===== src/rtl/pic_pkg.sv =====
package pic_pkg;
  localparam int ADDR_W = 3;

  typedef enum logic [ADDR_W-1:0] {
    SEL_STAT = 3'd0,
    SEL_PEND = 3'd1,
    SEL_ENAB = 3'd2,
    SEL_ACK  = 3'd3,
    SEL_VECT = 3'd4,
    SEL_MCTL = 3'd5
  } reg_sel_e;

  localparam int MCTL_OUT_BIT = 0;
  localparam int MCTL_HW_BIT  = 1;
  localparam int MCTL_W       = 2;
endpackage


===== src/rtl/pic_sense.sv =====
module pic_sense #(
  parameter int NUM_IN = 8,
  parameter logic [NUM_IN-1:0] EDGE_MASK = '0
) (
  input  logic              clk,
  input  logic              rst,
  input  logic [NUM_IN-1:0] irq_in,
  input  logic              hw_en,
  output logic [NUM_IN-1:0] set_vec
);
  logic [NUM_IN-1:0] prev_q;
  logic [NUM_IN-1:0] raw;

  always_ff @(posedge clk) begin
    if (rst) prev_q <= '0;
    else     prev_q <= irq_in;
  end

  for (genvar i = 0; i < NUM_IN; i++) begin : g_line
    if (EDGE_MASK[i]) begin : g_edge
      assign raw[i] = irq_in[i] & ~prev_q[i];
    end else begin : g_level
      assign raw[i] = irq_in[i];
    end
  end

  assign set_vec = hw_en ? raw : '0;
endmodule


===== src/rtl/pic_prienc.sv =====
module pic_prienc #(
  parameter int NUM_IN = 8,
  parameter int IDX_W  = 3
) (
  input  logic [NUM_IN-1:0] req,
  output logic              hit,
  output logic [IDX_W-1:0]  idx
);
  always_comb begin
    hit = 1'b0;
    idx = '0;
    for (int i = NUM_IN - 1; i >= 0; i--) begin
      if (req[i]) begin
        hit = 1'b1;
        idx = IDX_W'(i);
      end
    end
  end
endmodule


===== src/rtl/prio_irq_ctrl.sv =====
module prio_irq_ctrl
  import pic_pkg::*;
#(
  parameter int DATA_W = 32,
  parameter int NUM_IN = 8,
  parameter logic [NUM_IN-1:0] EDGE_MASK = 8'hF0
) (
  input  logic              clk,
  input  logic              rst,
  input  logic [NUM_IN-1:0] irq_in,
  input  logic              bus_we,
  input  logic [2:0]        bus_addr,
  input  logic [DATA_W-1:0] bus_wdata,
  output logic [DATA_W-1:0] bus_rdata,
  output logic              irq_out
);
  localparam int IDX_W = (NUM_IN > 1) ? $clog2(NUM_IN) : 1;

  logic [NUM_IN-1:0] stat_q, en_q, stat_nxt;
  logic [NUM_IN-1:0] hw_set, sw_set, ack_clr, pend;
  logic [MCTL_W-1:0] men_q;
  logic              irq_q;
  logic [DATA_W-1:0] rdata_q, rd_mux;
  logic              hw_mode, hit;
  logic [IDX_W-1:0]  idx;
  logic              wr_stat, wr_enab, wr_ack, wr_mctl;

  assign hw_mode = men_q[MCTL_HW_BIT];

  pic_sense #(.NUM_IN(NUM_IN), .EDGE_MASK(EDGE_MASK)) u_sense (
    .clk(clk), .rst(rst), .irq_in(irq_in), .hw_en(hw_mode), .set_vec(hw_set)
  );

  assign pend = stat_q & en_q;

  pic_prienc #(.NUM_IN(NUM_IN), .IDX_W(IDX_W)) u_prio (
    .req(pend), .hit(hit), .idx(idx)
  );

  assign wr_stat = bus_we && (bus_addr == SEL_STAT);
  assign wr_enab = bus_we && (bus_addr == SEL_ENAB);
  assign wr_ack  = bus_we && (bus_addr == SEL_ACK);
  assign wr_mctl = bus_we && (bus_addr == SEL_MCTL);

  assign sw_set  = (wr_stat && !hw_mode) ? bus_wdata[NUM_IN-1:0] : '0;
  assign ack_clr = wr_ack ? bus_wdata[NUM_IN-1:0] : '0;
  // a clear in the same cycle as a set wins; a held level refills next cycle
  assign stat_nxt = (stat_q | hw_set | sw_set) & ~ack_clr;

  always_comb begin
    rd_mux = '0;
    case (bus_addr)
      SEL_STAT: rd_mux = DATA_W'(stat_q);
      SEL_PEND: rd_mux = DATA_W'(pend);
      SEL_ENAB: rd_mux = DATA_W'(en_q);
      SEL_VECT: rd_mux = hit ? DATA_W'(idx) : '1;
      SEL_MCTL: rd_mux = DATA_W'(men_q);
      default:  rd_mux = '0;
    endcase
  end

  always_ff @(posedge clk) begin
    if (rst) begin
      stat_q  <= '0;
      en_q    <= '0;
      men_q   <= '0;
      irq_q   <= 1'b0;
      rdata_q <= '0;
    end else begin
      stat_q  <= stat_nxt;
      if (wr_enab) en_q  <= bus_wdata[NUM_IN-1:0];
      if (wr_mctl) men_q <= bus_wdata[MCTL_W-1:0];
      irq_q   <= men_q[MCTL_OUT_BIT] & (|pend);
      rdata_q <= rd_mux;
    end
  end

  assign bus_rdata = rdata_q;
  assign irq_out   = irq_q;
endmodule


===== config.mk =====
export PLATFORM = sky130hd
export DESIGN_NAME = prio_irq_ctrl
export DESIGN_NICKNAME = d
export VERILOG_FILES = /design/src/rtl/pic_pkg.sv /design/src/rtl/pic_sense.sv /design/src/rtl/pic_prienc.sv /design/src/rtl/prio_irq_ctrl.sv
export SDC_FILE = /design/constraint.sdc
export NUM_CORES = 1
export LEC_CHECK = 0
export BUFFER_PORTS_ARGS = -buffer_cell sky130_fd_sc_hd__buf_2
export CAP_MARGIN = 20
export CORE_ASPECT_RATIO = 1.5
export CORE_MARGIN = 2
export CORE_UTILIZATION = 48
export CTS_BUF_LIST = sky130_fd_sc_hd__clkbuf_4
export DETAILED_ROUTE_END_ITERATION = 16
export PLACE_DENSITY = 0.93
export SLEW_MARGIN = 10
export SYNTH_ARGS = -nofsm -noshare
export SYNTH_HDL_FRONTEND = slang
export SYNTH_HIERARCHICAL = 1
export SYNTH_SLANG_ARGS = --single-unit
export TNS_END_PERCENT = 1

===== constraint.sdc =====
create_clock -name clk -period 1.75 [get_ports clk]
set_clock_uncertainty 0.1 [all_clocks]
set_input_delay 0.175 -clock clk [delete_from_list [all_inputs] [get_ports clk]]
set_output_delay 0.175 -clock clk [all_outputs]
set_load 0.02 [all_outputs]

Word-level counts from Yosys, hierarchy flattened
Cells that the tools add are included.
{ "totals": {"reg_bits": 59, "latchBits": 0, "ramBits": 0, "rom_bits": 0, "in_bits": 46, "word_cells": 54, "n_memories": 0} }
{ "classes": {"n_addsub": 0, "multipliers": 0, "div_mod_pow": 0, "n_lt_le_gt_ge": 0, "n_eq_ne": 5, "n_shift": 0, "n_mux": 21, "bitwise": 14, "n_reduce_logical": 8} }
{ "ops": {"columns": ["operator", "count"], "rows": [
  ["$pmux W32 S5", 1],
  ["$mux W32", 1],
  ["$mux W3", 8],
  ["$mux W8", 3],
  ["$and A8 B8 Y8", 2],
  ["$or A8 B8 Y8", 2],
  ["$mux W1", 8],
  ["$not A8 Y8", 1],
  ["$reduce_or A8 Y1", 1],
  ["$eq A3 B2 Y1 const B", 2],
  ["$eq A3 B3 Y1 const B", 2],
  ["$and A1 B1 Y1", 5],
  ["$logic_and A1 B1 Y1", 5],
  ["$not A1 Y1", 4],
  ["$eq A3 B1 Y1 const B", 1],
  ["$logic_not A3 Y1", 1],
  ["$logic_not A1 Y1", 1]
]} }

Logic depth before layout (Yosys ltp)
Gate-level depths: netlist of run 1.
{ "depth": {"word_depth": 11, "ltp_mapped": 7} }

By module
The synthesis of run 1 kept the hierarchy.
{ "by_module_without_submodules": {"columns": ["module", "instances", "cells_each", "area_per_inst_um2"], "rows": [
  ["prio_irq_ctrl", 1, 171, 1472.7],
  ["pic_sense", 1, 16, 170.2],
  ["pic_prienc", 1, 13, 80.1]
]} }

Worst setup path after synthesis of run 1
OpenSTA, ideal clock, no wires.
{ "synth_path": {"kind": "reg-to-reg", "start": "register stat_q[5]", "end": "register rdata_q[30], in the netlist bus_rdata[30]", "arrival_ns": 1.429, "path_slack_ns": 0.156, "stages_incl_launch_ff": 8, "synth_period_minus_slack_ns": 1.594, "path_cell_list": "dfxtp_1 > and2_1 > nor4_1 > nand2_1 > inv_1 > and3_1 > clkbuf_1 > nor2b_1"} }
{ "synth_between": {"elab_chain_cells": 9} }
{ "synth_lines": {"columns": ["element", "line", "source"], "rows": [
  ["from (decl)", "prio_irq_ctrl.sv:19", "logic [NUM_IN-1:0] stat_q, en_q, stat_nxt;"],
  ["from (signal assigned)", "prio_irq_ctrl.sv:70", "stat_q <= stat_nxt;"],
  ["$and A8 B8 Y8", "prio_irq_ctrl.sv:34", "assign pend = stat_q & en_q;"],
  ["via pend[5]", "prio_irq_ctrl.sv:20", "logic [NUM_IN-1:0] hw_set, sw_set, ack_clr, pend;"],
  ["$mux W1 (6 in a row)", "pic_prienc.sv:13", "if (req[i]) begin"],
  ["via hit", "prio_irq_ctrl.sv:24", "logic hw_mode, hit;"],
  ["$mux W32", "prio_irq_ctrl.sv:56", "SEL_VECT: rd_mux = hit ? DATA_W'(idx) : '1;"],
  ["$pmux W32 S5", "prio_irq_ctrl.sv:52", "case (bus_addr)"],
  ["to (signal assigned)", "prio_irq_ctrl.sv:74", "rdata_q <= rd_mux;"],
  ["to (decl)", "prio_irq_ctrl.sv:23", "logic [DATA_W-1:0] rdata_q, rd_mux;"]
]} }
The timed path passes the listed nets, and every way through them passes these cells.
A chain may end at the register's enable or synchronous reset.

Worst setup path in the final report of run 1
{ "layout_path": {"start": "register stat_q[4]", "end": "register rdata_q[0], in the netlist bus_rdata[0]"} }
{ "layout_between": {"elab_chain_cells": 8, "word_cells_on_any_way": 13} }
{ "layout_lines": {"columns": ["element", "line"], "rows": [
  ["$and A8 B8 Y8", "prio_irq_ctrl.sv:34"],
  ["via pend[4]", "prio_irq_ctrl.sv:20"],
  ["$mux W1 (5 in a row)", "pic_prienc.sv:13"],
  ["via hit", "prio_irq_ctrl.sv:24"],
  ["$mux W32", "prio_irq_ctrl.sv:56"],
  ["$pmux W32 S5", "prio_irq_ctrl.sv:52"]
]} }
The timed path passes the listed nets, and every way through them passes these cells.

==> impl_metrics.py, run 1 <==
metrics = {
    "run_status": {
        "status": "completed",
    },
    "worst_setup_path": {
        "start_kind": "register",
        "crit_buf_inv": 1,
        "critPathKind": "reg -> reg",
        "cp.arrival_ps": 1860,
        "crit_fanout": 4,
        "critPathMaxStageDelay_ps": 370,
        "cp_slowest_cell": "nor4_2",
        "cp.required_ps": 1940,
        "crit_path_end_kind": "register",
        "path_cells": "and2_1 -> nor4_2 -> nand2_1 -> inv_2 -> o21ai_0 -> a21oi_1 -> o21a_1",
        "crit_family": "simple AND/OR/NAND/NOR gates",
    },
    "synthesis": {
        "synth.yosys.seq_area_share": 0.372,
        "synth-seq-cells": 32,
        "syn_area_um2": 1720,
        "yosysTopAreaCellShare": 0.372,
        "synth_edf_count": 0,
        "synth_xor_area_frac": 0,
        "yosys_warnings": 6,
        "synth_flop_cell": "dfxtp_1",
        "syn-num-nets": 246,
        "syn_avg_cell_area_um2": 8.61,
        "synth_compound_gate_area_share": 0.203,
        "synth_mux_area_frac": 0.0581,
        "ys_async_sr_fraction": 0,
        "synthAdderAreaFrac": 0,
        "yosys.area_share.simple": 0.224,
        "synth.area.top_cells": "dfxtp_1 37%, buf_4 11%, a211oi_1 7.4%, mux2i_1 5.8%, nor2b_1 5.1%",
        "synthCells": 200,
        "ys_types": 32,
        "synth_top_family_by_area": "simple AND/OR/NAND/NOR gates",
        "yosysTopAreaCell": "dfxtp_1",
    },
    "floorplanning": {
        "die_area_um2": 4090,
        "core_area_um2": 3420,
        "die_h_um": 77.4,
        "start_util": 0.504,
        "ioPinCount": 79,
        "num_rows": 26,
        "die-width_um": 52.9,
    },
    "sta": {
        "layout_setup_ws_ps": 80.7,
        "timing.final.crit_share": 0.954,
        "slew_viol_final": 0,
        "hold_viol_final": 0,
        "worst-slew-pin-transition_ps": 478,
        "relSlewSlack": 0.681,
        "rsz0062_at_grt": "no",
        "finalSetupViolations": 0,
        "max_freq_ghz": 0.599,
        "period_minus_slack_ps": 1670,
        "setup_tns_ps": 0,
    },
    "flow_run": {
        "maxCapViolations": 0,
    },
    "clocking": {
        "cts_setup_buffers": 0,
        "path_clk_slew_ps": 100,
        "clock_sinks": 32,
        "cts_max_level": 2,
        "cts_buffer_depth": 2,
        "root_buffer": "clkbuf_4",
        "cts_made_buffers": 5,
        "clock_latency_ps": 340,
        "tritoncts": "yes",
    },
    "drt": {
        "routedWlPerCell_um": 13.3,
        "drc": 0,
        "antenna_left": 0,
        "drt_first_iter_violations": 38,
        "routed_wl_mm": 3.87,
        "dr.pass1.iters": 4,
        "vias": 1598,
        "vias_per_cell": 5.47,
    },
    "hold_path": {
        "hold_path_class": "in -> reg",
    },
    "final_layout": {
        "area_growth_pct": 21.6,
        "nets": 295,
        "fin_util": 0.613,
        "drive_gt1_frac": 0.328,
        "nFillCells": 276,
        "num_antenna_cells": 0,
    },
    "placement": {
        "dp_slack_ps": 36.7,
        "place_hpwl_mm": 2.75,
        "gp_congestion": 0.952,
        "portBuffers": 54,
    },
    "global_routing": {
        "grt_pass1_vias": 1403,
        "grt_max_degree": 25,
        "grt_overflow": 0,
        "antenna_found_initial": 0,
        "grt.total_usage": 0.203,
        "grt_pass1_wl_mm": 6.21,
    },
    "power": {
        "ir_drop_v": 0.000708,
        "cellPowerDensity_nw_per_um2": 729,
        "power.leakage_nw": 0.945,
    },
}
[cells in the final DEF (no fill, tap or decap), drive strengths merged]
| master | instances |
|---|---|
| buf | 61 |
| dfxtp | 32 |
| a211oi | 17 |
| nor2 | 17 |
| nor2b | 14 |
| dlygate4sd3 | 12 |
| and2 | 12 |
| o21ai | 11 |
| mux2i | 10 |
| a21oi | 10 |
| nand2 | 9 |
| o21a | 8 |
| inv | 7 |
| clkbuf | 6 |
| and3b | 4 |
| nand3 | 3 |
| nor4 | 3 |
| o211ai | 2 |
| and3 | 2 |
| nor3 | 1 |
| and4 | 1 |
| and2b | 1 |
| o21ba | 1 |
| a311oi | 1 |
| a31oi | 1 |
| clkinv | 1 |
| bufinv | 1 |
| o21bai | 1 |
| o41ai | 1 |
[worst register-to-register path: cells and delay by family, from the launching register on]
kind | cells | cell delay (ps)
flops | 1 | 340
buf+inv | 1 | 80
compound gates | 3 | 390
simple gates | 3 | 720
[cells in the mapped netlist (all sizes together) (2+ instances only)]
cell / number
dfxtp: 32
buf: 28
a211oi: 17
nor2: 17
nor2b: 14
and2: 12
o21ai: 11
a21oi: 10
mux2i: 10
nand2: 9
o21a: 8
inv: 7
and3b: 4
clkbuf: 3
nand3: 3
nor4: 3
and3: 2
o211ai: 2
[path summary, 6_finish.rpt]
kind                  start                end  slack, ps  cells past startpoint
setup / recovery  stat_q[4]       bus_rdata[0]         80                      7
hold / removal          rst  u_sense/prev_q[5]        100                      2
setup reg to reg  stat_q[4]       bus_rdata[0]         80                      7
hold reg to reg    men_q[0]            irq_out        360                      2
[routing by layer]
metal	track usage	vias to the layer above	routed length, µm
li1	-	775	-
met1	0.211	745	1480
met4	0.123	0	148
met3	0.0365	12	229
met2	0.359	66	2010
met5	0	-	0
[layout make-up]
cell class,instances,area (µm²),share of cell area
flip-flops and latches,32,641,0.306
well taps,42,52.6,0.0251
inverters,7,26.3,0.0125
multi-input cells,130,852,0.407
clock buffers,6,45.0,0.0215
clock inverters,2,35.0,0.0167
repair buffers,73,443,0.211
[power breakdown]
group          switching [mW]  internal [mW]  total, mW  leakage, nW
clock                   0.254          0.315      0.569       0.0456
sequential             0.0121          0.749      0.761        0.260
combinational           0.110         0.0868      0.197        0.639
[cell families (layout without fill, tap and decap cells)]
kind of cell           after synthesis  after routing
AOI/OAI and AO/OA                   53             53
and+or+nand+nor                     67             67
buffers and inverters               38             88
muxes                               10             10
DFF                                 32             32
[metrics by stage]
step / hold WS (ps) / instance area [µm²] / cells / power [mW]
after floorplan: 147 / 1720 / 200 / 0.899
after global placement: 290 / 1880 / 272 / 0.946
after detailed placement: 294 / 1880 / 272 / 0.952
after CTS: 92.4 / 2080 / 292 / 1.54
after global routing: 92.9 / 2090 / 292 / 1.60
final: 96.9 / 2090 / 292 / 1.53
[state kept, by name (all words and copies together) (netlist names)]
register	flops
bus_rdata	9
en_q	8
irq_out	1
men_q	2
stat_q	8
u_sense/prev_q	4
[timing repair]
item,CTS,global route
pin swaps,0,3
hold buffers,12,0
hold endpoints to repair,14,0
gates resized for setup,1,4
endpoints found under the setup margin,1,7
Note: power is estimated with default switching activity, not from simulation.
==> run 2, diff against run 1 <==
--- a/config.mk
+++ b/config.mk
@@ -12,7 +12,7 @@
 export CORE_UTILIZATION = 48
 export CTS_BUF_LIST = sky130_fd_sc_hd__clkbuf_4
 export DETAILED_ROUTE_END_ITERATION = 16
-export PLACE_DENSITY = 0.93
+export PLACE_DENSITY = 0.82
 export SLEW_MARGIN = 10
 export SYNTH_ARGS = -nofsm -noshare
 export SYNTH_HDL_FRONTEND = slang
==> run 2 against run 1 <==
Effect of this change: sequential power barely moved; utilization is 0.18 points lower; clock power down 25%; wire length increased by 4.5%; first-iteration DRC count shrank 34%; combinational power is essentially flat; count of clock-buffer cells in the layout is the same; hold slack improved by 1.4 ps; final cell count rose by 0.34%; register-to-register slack is essentially flat; largest power group unchanged.
==> impl_metrics.py, run 2 (synthesized netlist as in run 1, its figures left out) <==
metrics = {
    "sta": {
        "hold_viol_final": 0,
        "hold_ws_ps": 98.3,
        "finalSetupViolations": 0,
        "period_minus_slack_ps": 1670,
        "setup_tns_ps": 0,
        "max_freq_ghz": 0.598,
        "relSlewSlack": 0.685,
        "rsz0062_at_grt": "no",
        "timing.final.crit_share": 0.956,
        "worst-slew-pin-transition_ps": 471,
        "slew_viol_final": 0,
    },
    "drt": {
        "drt_first_iter_violations": 25,
        "vias_per_cell": 5.32,
        "routed_wl_mm": 4.05,
        "vias": 1560,
        "routedWlPerCell_um": 13.8,
        "dr.pass1.iters": 4,
        "drc": 0,
        "antenna_left": 0,
    },
    "final_layout": {
        "multi_input_area_um2": 862,
        "num_antenna_cells": 0,
        "final_cell_mix": "54 x buf_2, 32 x dfxtp_1, 17 x a211oi_1",
        "fin_cells": 293,
        "drive_gt1_frac": 0.319,
        "final_common_cell": "buf_2",
        "nFillCells": 305,
        "largest_reg_flops": 9,
        "nets": 296,
        "regArea_um2": 641,
        "area_growth_pct": 21.2,
    },
    "global_routing": {
        "grt_pass1_wl_mm": 6.41,
        "antenna_found_initial": 0,
        "grt_pass1_vias": 1458,
        "grt.total_usage": 0.207,
        "grt_overflow": 0,
        "grt_max_degree": 25,
    },
    "floorplanning": {
        "start_util": 0.504,
        "core_area_um2": 3420,
        "die-width_um": 52.9,
        "ioPinCount": 79,
        "die_area_um2": 4090,
        "num_rows": 26,
        "die_h_um": 77.4,
    },
    "hold_path": {
        "holdCritStartpoint": "rst",
        "hold_path_class": "in -> reg",
    },
    "placement": {
        "portBuffers": 54,
        "place_hpwl_mm": 2.76,
        "gp_congestion": 0.878,
        "dpl.cell_count": 273,
    },
    "clocking": {
        "clock_latency_ps": 340,
        "path_clk_slew_ps": 100,
        "cts_max_level": 2,
        "clock_sinks": 32,
        "cts_made_buffers": 5,
        "tritoncts": "yes",
        "cts_buffer_depth": 2,
        "root_buffer": "clkbuf_4",
    },
    "worst_setup_path": {
        "cp.required_ps": 1940,
        "timing.rr.start": "en_q[7]",
        "crit_path_end_kind": "register",
        "critPathKind": "reg -> reg",
        "crit_fanout": 4,
        "start_kind": "register",
        "startpoint": "en_q[7]",
        "cp.arrival_ps": 1860,
    },
    "power": {
        "ir_drop_v": 0.000591,
        "cellPowerDensity_nw_per_um2": 663,
        "power.leakage_nw": 0.937,
    },
    "run_status": {
        "status": "completed",
    },
    "flow_run": {
        "maxCapViolations": 0,
    },
}
==> run 2: critical path: stages (launching register included) <==
cell and delay, ps:
dfxtp_1 360, and2_1 270, a21oi_1 120, o41ai_1 320, o21ai_0 160, a21oi_1 150
o21a_1 150
==> run 2: power breakdown <==
part / leakage, nW / internal [mW] / switching, mW / total [mW]
Clock: 0.0293 / 0.168 / 0.256 / 0.425
Combinational: 0.647 / 0.0876 / 0.112 / 0.199
Sequential: 0.260 / 0.749 / 0.0119 / 0.761
Total: 0.937 / 1.00 / 0.380 / 1.39
==> run 2: metrics by stage <==
stage | cell area (µm²) | setup slack [ps] | total power, mW | utilization
floorplan | 1720 | 156 | 0.899 | -
global placement | 1890 | 66.9 | 0.949 | 0.552
detailed placement | 1890 | 35.0 | 0.954 | 0.552
CTS | 2060 | 8.65 | 1.40 | 0.604
global route | 2090 | 5.75 | 1.45 | 0.611
finish | 2090 | 77.8 | 1.39 | 0.611
==> run 2: path summary, 6_finish.rpt <==
kind	endpoint	slack [ps]	cells after the start
worst max-delay path	bus_rdata[0]	80	6
worst min-delay path	en_q[3]	100	2
worst max register to register	bus_rdata[0]	80	6
worst min register to register	irq_out	380	2
==> run 2: cell type report <==
class                           count  share of cell area
Clock inverter                      2             0.00539
Clock buffer                        6              0.0216
Tap cell                           42              0.0252
Sequential cell                    32               0.307
Inverter                            7              0.0126
Timing Repair Buffer               74               0.216
Multi-Input combinational cell    130               0.413
==> run 2: repair_timing <==
| item | CTS | global route |
|---|---|---|
| endpoints found under the setup margin | 0 | 8 |
| hold buffers | 12 | 0 |
| gates resized for setup | 0 | 5 |
| endpoints found under the hold margin | 14 | 0 |
| buffers inserted | 0 | 0 |
==> run 2: routing by layer <==
layer	wire, µm	part of all wire	track usage
met1	1560	0.39	0.228
met2	2140	0.53	0.365
met3	253	0.063	0.0365
met4	85	0.021	0.0974
met5	0	0	0
==> run 3, diff against run 2 <==
==> constraint.sdc (replaced) <==
create_clock -name clk -period 1.75 [get_ports clk]
set_clock_uncertainty 0.1 [all_clocks]
set_input_delay 0 -clock clk [delete_from_list [all_inputs] [get_ports clk]]
set_output_delay 0 -clock clk [all_outputs]
set_load 0.02 [all_outputs]
==> run 3 against run 2 <==
Effect of this change: sequential power about the same; critical endpoint is now bus_rdata[5]; critical path type unchanged; largest cell class unchanged; global-route usage is 0.11 points lower; clock power barely moved.
==> impl_metrics.py, run 3 (synthesized netlist as in run 1, its figures left out) <==
metrics = {
    "run_status": {
        "status": "completed",
    },
    "clocking": {
        "cts_buffer_depth": 2,
        "clock_sinks": 32,
        "clock_latency_ps": 340,
        "cts_made_buffers": 5,
        "root_buffer": "clkbuf_4",
        "cts_setup_buffers": 0,
        "cts_max_level": 2,
        "path_clk_slew_ps": 100,
        "tritoncts": "yes",
    },
    "final_layout": {
        "fin_area_um2": 2110,
        "final_common_cell": "buf_2",
        "multi_input_area_um2": 863,
        "fin_cells": 295,
        "nets": 298,
        "drive_gt1_frac": 0.316,
        "final_cell_mix": "54 x buf_2, 32 x dfxtp_1, 17 x a211oi_1",
        "nFillCells": 315,
        "num_antenna_cells": 0,
        "largest_reg_flops": 9,
        "area_growth_pct": 22.6,
        "regArea_um2": 641,
    },
    "global_routing": {
        "antenna_found_initial": 0,
        "grt.total_usage": 0.205,
        "grt_pass1_vias": 1421,
        "grt_max_degree": 25,
        "grt_overflow": 0,
        "grt_pass1_wl_mm": 6.30,
    },
    "drt": {
        "routed_wl_mm": 3.69,
        "vias_per_cell": 5.18,
        "routedWlPerCell_um": 12.5,
        "drt_first_iter_violations": 23,
        "dr.pass1.iters": 4,
        "vias": 1529,
        "antenna_left": 0,
        "drc": 0,
    },
    "worst_setup_path": {
        "cp.arrival_ps": 1800,
        "cp_slowest_cell": "dfxtp_1",
        "path_cells": "and2_1 -> nor4_4 -> nand2_1 -> inv_1 -> and3_2 -> o21a_1",
        "critPathMaxStageDelay_ps": 340,
        "crit_fanout": 6,
        "crit_path_end_kind": "register",
        "r2r_cells": 6,
        "start_kind": "register",
        "critPathKind": "reg -> reg",
        "cp.required_ps": 1940,
    },
    "power": {
        "ir_drop_v": 0.000523,
        "power.leakage_nw": 0.948,
        "cellPowerDensity_nw_per_um2": 656,
        "fin_total_pwr_mw": 1.39,
    },
    "placement": {
        "portBuffers": 54,
        "dpl_cell_area_um2": 1880,
        "place_hpwl_mm": 2.69,
        "gp_congestion": 0.887,
        "dpl.cell_count": 272,
    },
    "floorplanning": {
        "ioPinCount": 79,
        "num_rows": 26,
        "die_h_um": 77.4,
        "core_area_um2": 3420,
        "start_util": 0.504,
        "die-width_um": 52.9,
        "die_area_um2": 4090,
    },
    "sta": {
        "max_freq_ghz": 0.620,
        "period_minus_slack_ps": 1610,
        "rsz0062_at_grt": "no",
        "hold_ws_ps": 3.58,
        "slew_viol_final": 0,
        "worst-slew-pin-transition_ps": 506,
        "timing.final.crit_share": 0.921,
        "relSlewSlack": 0.663,
        "setup_tns_ps": 0,
        "finalSetupViolations": 0,
        "hold_viol_final": 0,
    },
    "flow_run": {
        "maxCapViolations": 0,
    },
    "hold_path": {
        "hold_path_class": "in -> reg",
        "min_path_cells": 2,
    },
}
-- run 3: changes by cell type in the layout (fill, tap and decap cells not counted), sizes merged --
cell         delta
buf             -1
dlygate4sd3     +3
-- run 3: layout make-up --
| type | instances | area share |
|---|---|---|
| inverter | 7 | 0.0124 |
| sequential | 32 | 0.303 |
| clock buffer | 6 | 0.0213 |
| multi-input combinational | 130 | 0.409 |
| timing repair buffer | 76 | 0.224 |
| clock inverter | 2 | 0.00533 |
| tap | 42 | 0.0249 |
-- run 3: repair_timing --
item,in CTS,in global routing
setup endpoints to repair,0,8
endpoints found under the hold margin,22,0
hold buffers,15,0
resized for setup,0,7
-- run 3: through the flow --
stage	setup WS (ps)	utilization
floorplan	156	-
global placement	67.5	0.550
detailed placement	83.2	0.550
CTS	46.7	0.610
global route	12.1	0.618
finish	137	0.618
-- run 3: report_power, final --
part | internal, mW | leakage, nW | switching, mW
Sequential | 0.749 | 0.260 | 0.0116
Clock | 0.168 | 0.0293 | 0.256
Combinational | 0.0913 | 0.658 | 0.110
Total | 1.01 | 0.948 | 0.378
-- run 3: worst paths after layout --
kind	start	end	slack (ps)
min	bus_addr[1]	bus_rdata[2]	4
max reg2reg	stat_q[0]	bus_rdata[5]	140
max	stat_q[0]	bus_rdata[5]	140
min reg2reg	men_q[0]	irq_out	360
-- run 3: layer usage --
metal,part of all wire,track usage,routed length (µm)
met4,0.023,0.126,84
met3,0.064,0.0481,235
met1,0.42,0.241,1540
met5,0,0,0
met2,0.50,0.328,1830
-- run 3: worst max-delay path, delay by kind of cell (launching register included) --
family	cells	cell delay [ps]
compound gates	1	150
buf+inv	1	100
flops	1	340
simple gates	4	880
